$ cat src/rtl/ctl_pkg.sv
package ctl_pkg;
  localparam int CTRL_W    = 6;
  localparam int NUM_LINES = 2;
  localparam int B_C1_EN   = 0;
  localparam int B_C1_RISE = 1;
  localparam int B_C2_EN   = 3;
  localparam int B_C2_SEL  = 4;
  localparam int B_C2_OUT  = 5;

  typedef enum logic [1:0] {
    C2_INPUT     = 2'd0,
    C2_HANDSHAKE = 2'd1,
    C2_STROBE    = 2'd2,
    C2_LEVEL     = 2'd3
  } c2_mode_e;

  function automatic c2_mode_e decode_c2(input logic [CTRL_W-1:0] c);
    if (!c[B_C2_OUT])      return C2_INPUT;
    else if (c[B_C2_SEL])  return C2_LEVEL;
    else if (c[B_C2_EN])   return C2_STROBE;
    else                   return C2_HANDSHAKE;
  endfunction
endpackage

$ cat src/rtl/ctl_edge_flag.sv
module ctl_edge_flag (
  input  logic clk,
  input  logic rst,
  input  logic pin_i,
  input  logic rise_sel_i,
  input  logic arm_i,
  input  logic clr_i,
  output logic hit_o,
  output logic flag_o
);
  logic prev_q;
  logic flag_q;

  always_comb begin
    if (rise_sel_i) hit_o = arm_i & pin_i & ~prev_q;
    else            hit_o = arm_i & ~pin_i & prev_q;
  end

  always_ff @(posedge clk) begin
    prev_q <= pin_i;
    if (rst) flag_q <= 1'b0;
    else     flag_q <= hit_o | (flag_q & ~clr_i);
  end

  assign flag_o = flag_q;
endmodule

$ cat src/rtl/ctl_c2_drive.sv
module ctl_c2_drive
  import ctl_pkg::*;
(
  input  logic     clk,
  input  logic     rst,
  input  c2_mode_e mode_i,
  input  logic     level_i,
  input  logic     data_rd_i,
  input  logic     c1_hit_i,
  output logic     c2_o,
  output logic     oe_o
);
  logic c2_q;
  logic oe_q;
  logic c2_d;

  always_comb begin
    unique case (mode_i)
      C2_INPUT:     c2_d = 1'b1;
      C2_LEVEL:     c2_d = level_i;
      C2_STROBE:    c2_d = ~data_rd_i;
      C2_HANDSHAKE: c2_d = data_rd_i ? 1'b0 : (c1_hit_i ? 1'b1 : c2_q);
      default:      c2_d = 1'b1;
    endcase
  end

  always_ff @(posedge clk) begin
    if (rst) begin
      c2_q <= 1'b1;
      oe_q <= 1'b0;
    end else begin
      c2_q <= c2_d;
      oe_q <= (mode_i != C2_INPUT);
    end
  end

  assign c2_o = c2_q;
  assign oe_o = oe_q;
endmodule

$ cat src/rtl/ctl_line_irq.sv
module ctl_line_irq
  import ctl_pkg::*;
(
  input  logic              clk,
  input  logic              rst,
  input  logic [CTRL_W-1:0] ctrl_i,
  input  logic              ctrl_rd,
  input  logic              data_rd,
  input  logic              c1_in,
  input  logic              c2_in,
  output logic              flag_c1,
  output logic              flag_c2,
  output logic              irq_n,
  output logic              c2_out,
  output logic              c2_oe
);
  c2_mode_e mode;
  logic [NUM_LINES-1:0] pins, rise_sel, arm, hits, flags, enables;
  logic unused_sel;

  assign unused_sel = ctrl_i[2];
  assign mode       = decode_c2(ctrl_i);

  assign pins     = {c2_in, c1_in};
  assign rise_sel = {ctrl_i[B_C2_SEL], ctrl_i[B_C1_RISE]};
  assign arm      = {(mode == C2_INPUT), 1'b1};
  assign enables  = {ctrl_i[B_C2_EN] & (mode == C2_INPUT), ctrl_i[B_C1_EN]};

  for (genvar g = 0; g < NUM_LINES; g++) begin : g_line
    ctl_edge_flag u_flag (
      .clk        (clk),
      .rst        (rst),
      .pin_i      (pins[g]),
      .rise_sel_i (rise_sel[g]),
      .arm_i      (arm[g]),
      .clr_i      (ctrl_rd),
      .hit_o      (hits[g]),
      .flag_o     (flags[g])
    );
  end

  ctl_c2_drive u_c2 (
    .clk       (clk),
    .rst       (rst),
    .mode_i    (mode),
    .level_i   (ctrl_i[B_C2_EN]),
    .data_rd_i (data_rd),
    .c1_hit_i  (hits[0]),
    .c2_o      (c2_out),
    .oe_o      (c2_oe)
  );

  assign flag_c1 = flags[0];
  assign flag_c2 = flags[1];
  assign irq_n   = ~|(flags & enables);
endmodule

$ cat config.mk
export PLATFORM = sky130hd
export DESIGN_NAME = ctl_line_irq
export DESIGN_NICKNAME = d
export VERILOG_FILES = /design/src/rtl/ctl_pkg.sv /design/src/rtl/ctl_edge_flag.sv /design/src/rtl/ctl_c2_drive.sv /design/src/rtl/ctl_line_irq.sv
export SDC_FILE = /design/constraint.sdc
export NUM_CORES = 1
export LEC_CHECK = 0
export ABC_CLOCK_PERIOD_IN_PS = 1200
export BUFFER_PORTS_ARGS = -buffer_cell sky130_fd_sc_hd__buf_2
export CELL_PAD_IN_SITES_DETAIL_PLACEMENT = 1
export CELL_PAD_IN_SITES_GLOBAL_PLACEMENT = 2
export CORE_UTILIZATION = 20
export DETAILED_ROUTE_END_ITERATION = 12
export GPL_ROUTABILITY_DRIVEN = 0
export PLACE_DENSITY_LB_ADDON = 0.2
export SLEW_MARGIN = 15
export SYNTH_ARGS = -nofsm -noshare
export SYNTH_HDL_FRONTEND = slang
export SYNTH_HIERARCHICAL = 1
export SYNTH_SLANG_ARGS = --single-unit
export TNS_END_PERCENT = 30
$ cat constraint.sdc
create_clock -name clk -period 1.2 [get_ports clk]
set_clock_uncertainty 0.05 [all_clocks]
set_input_delay 0.12 -clock clk [delete_from_list [all_inputs] [get_ports clk]]
set_output_delay 0.12 -clock clk [all_outputs]
set_load 0.1 [all_outputs]
# Word-level counts from Yosys, hierarchy flattened
# Index checks and enable logic that the tools add are counted.
op_classes:
  n_reduce_logical: 4
  n_eq_ne: 4
  n_mux: 8
  bitwise_logic: 18
ops:
  columns: ["operator", "n"]
  rows:
  - ["1-bit AND", 9]
  - ["2-bit two-way mux", 3]
  - ["1-bit NOT", 6]
  - ["2-bit == test, second input constant", 2]
  - ["1-bit two-way mux", 4]
  - ["1-bit one-hot mux with 4 select lines", 1]
  - ["3-bit != test, second input constant", 1]
  - ["2-bit AND", 1]
  - ["2-bit by 1-bit == test with 1-bit output, second input constant", 1]
  - ["2-bit zero test", 1]
  - ["1-bit bitwise OR", 2]
  - ["2-bit nonzero test", 1]
  - ["2-bit OR reduction", 1]
  - ["1-bit zero test", 1]
totals:
  wordCells: 40
  ff_bits: 6

# Longest topological paths before layout
depth:
  depth_word: 8
  mapped_depth: 7

# Cells and area by module
# The synthesis kept the hierarchy.
by_module_without_submodules:
  columns: ["mod", "n_inst", "area_per_inst_um2", "cells_each"]
  rows:
  - ["ctl_edge_flag", 2, 81.3, 7]
  - ["ctl_c2_drive", 1, 143.9, 15]
  - ["ctl_line_irq", 1, 40.0, 7]

# Worst setup path before layout
# OpenSTA, ideal clock, no wires.
synth_path:
  kind: "register -> output"
  startpoint: "register g_line[1].u_flag.flag_q"
  endpoint: "output port irq_n"
  required_time_ps: 1030
  t_arrival_ps: 1785
  path_stages_with_launch: 2
  path_buffers: 0
  setup_slack_ps: -755
  path_cell_list: "dfxtp_1 -> a32oi_2"
synth_between:
  elab_chain_cells: 3
synth_rtl:
  columns: ["element", "line", "source"]
  rows:
  - ["start: declaration", "ctl_edge_flag.sv:12", "logic flag_q;"]
  - ["start signal: assignment", "ctl_edge_flag.sv:22", "else flag_q <= hit_o | (flag_q & ~clr_i);"]
  - ["2-bit AND", "ctl_line_irq.sv:55", "assign irq_n = ~|(flags & enables);"]
  - ["2-bit OR reduction", "ctl_line_irq.sv:55", null]
  - ["1-bit zero test", "ctl_line_irq.sv:55", null]
  - ["end: declaration", "ctl_line_irq.sv:13", "output logic irq_n,"]
# Every way passes these cells.

# Worst setup path after layout
# Ends and elaborated chain as after synthesis.

==> run summary <==
status = finished, violations left
failing checks = design-rule violations
Post-DRT Antenna Nets = 0
period utilisation layout = 98.3%
most common cell after layout, fill and taps aside = buf_2
unrepaired setup endpoints after global routing = yes
sequential share of power = 33.3%
Fin Hold WS = 70.8 ps
clock share of power = 31.2%
Mapped Cells = 35
synthesized area = 343 sq um
met3 Use GR = 2.50%
fmax = 0.848 GHz
dpl hpwl = 614 um
Post-layout nets = 81
Synth Area per Inst = 9.80 sq um
Worst-path clk slew = 50 ps
layout cells sized above 1 = 60.9%
total track usage = 8.67%
Comb pwr share = 35.5%
non-filler cells, final = 80
Peak VDD IR = 375 uV
max_cap viols = 0
CTS H-tree lvls = 1
Layout fillers = 174
Die W = 43.4 um
chip height = 43.4 um
DR pass1 iterations = 7
Post-Route WL = 769 um
Final setup viols = 0
Vias/cell = 4.20
P_int = 446 uW
clock sink total = 6
count of buffers inserted at the top-level ports = 15
via count = 336
net switching power = 222 uW
CTS Buffer Depth = 2
commonest cells after routing, fill and taps aside = buf_2, buf_4, buf_12
worst skew pair latency = 240 ps
DP Cell Count = 73
P&R area growth vs syn = 101%
GR peak layer = met2
Synth Warn # = 6
routing usage on met2 = 14.5%
Starting Density = 22.0%
WL/cell = 9.61 um
required time worst endpoint = 1030 ps
Die ar. = 1880 sq um
largest net degree at the start of global routing = 6
CORE AREA = 1560 sq um
clock tree root buffer cell = clkbuf_4
critical path class = reg2out
Crit. End Element = output pin
r2r startpoint = g_line[0].u_flag/prev_q
worst reg2reg endpoint = u_c2/c2_o
crit path max fanout = 3
gr ovfl total = 0
Tmin final = 1180 ps
Min-Delay Path Class = in2reg
initial antenna violation count = 0
Worst Setup Start Kind = flip-flop
Slew Viols, Final = 0
Pwr Density = 970 nW/um^2
R2R setup slack = 200 ps
capture point of the critical path = irq_n
Worst EP arrival = 1010 ps
CTS tree = yes
first-pass GRT wire length = 1.19 mm
leakage = 0.307 nW
met1 usage = 9.54%
Sw Share = 33.3%
Ports = 17
initial drt markers = 3
total CTS buffers = 3
FP Rows = 14
Ant. Diodes = 0
vias in the first global route = 326
reg2reg path depth = 5
DRC viols = 2
Hold Vio Cnt, Final = 0
CP startpoint = g_line[1].u_flag/flag_o
==> stage by stage <==
step                      setup slack, ps  power [mW]  util [%]  TNS, ps  cell area, sq um
after floorplan                     -83.3       0.338         -     -164               369
after global placement               -235       0.433      37.5     -235               584
after detailed placement             -228       0.433      37.5     -228               584
after CTS                            2.14       0.662      40.4        0               631
after global routing                -6.24       0.709      44.1    -6.24               688
final                                20.9       0.668      44.1        0               688
==> repair_timing <==
| item | CTS | global route |
|---|---|---|
| gates resized for setup | 0 | 11 |
| hold endpoints to repair | 2 | 0 |
| hold buffers | 2 | 0 |
| setup buffers | 0 | 1 |
| setup endpoints to repair | 0 | 2 |
==> cell type report <==
cell class,instances,area (sq um),area share [%]
clock buffer,4,26.3,3.82
inverter,4,15.0,2.18
multi-input combinational,26,264,38.4
sequential,6,128,18.5
tap,16,20.0,2.91
timing repair buffer,24,235,34.2
==> power groups by stage <==
| stage | sequential [mW] | combinational, mW | clock (mW) |
|---|---|---|---|
| final | 0.222 | 0.237 | 0.208 |
| after global routing | 0.224 | 0.253 | 0.232 |
| after CTS | 0.223 | 0.212 | 0.228 |
| after detailed placement | 0.226 | 0.207 | 0 |
| after global placement | 0.226 | 0.207 | 0 |
| after floorplan | 0.284 | 0.0546 | 0 |
==> flip-flops by register name, indices dropped and copies added (netlist names) <==
register              flops
g_line.u_flag/flag_o      2
g_line.u_flag/prev_q      2
u_c2/c2_o                 1
u_c2/oe_o                 1
==> layer usage <==
metal,routed length (um),vias to the layer above
li1,-,177
met1,387,147
met2,336,12
met3,45,0
met4,0,0
met5,0,-
==> how the worst min path moves through the flow <==
stage | start | cells past startpoint | end | slack (ps)
final | rst | 2 | g_line[1].u_flag/flag_o | 70
after CTS | rst | 2 | g_line[1].u_flag/flag_o | 40
after global placement | c1_in | 1 | g_line[0].u_flag/prev_q | 200
after detailed placement | c2_in | 1 | g_line[1].u_flag/prev_q | 200
after floorplan | c1_in | 0 | g_line[0].u_flag/prev_q | 100
after global routing | rst | 2 | g_line[0].u_flag/flag_o | 80
==> worst max-delay path, stage by stage (launching register included) <==
cell     delay (ps)
dfxtp_4         360
a32oi_4         200
buf_12          200
(Power assumes the default switching activity.)
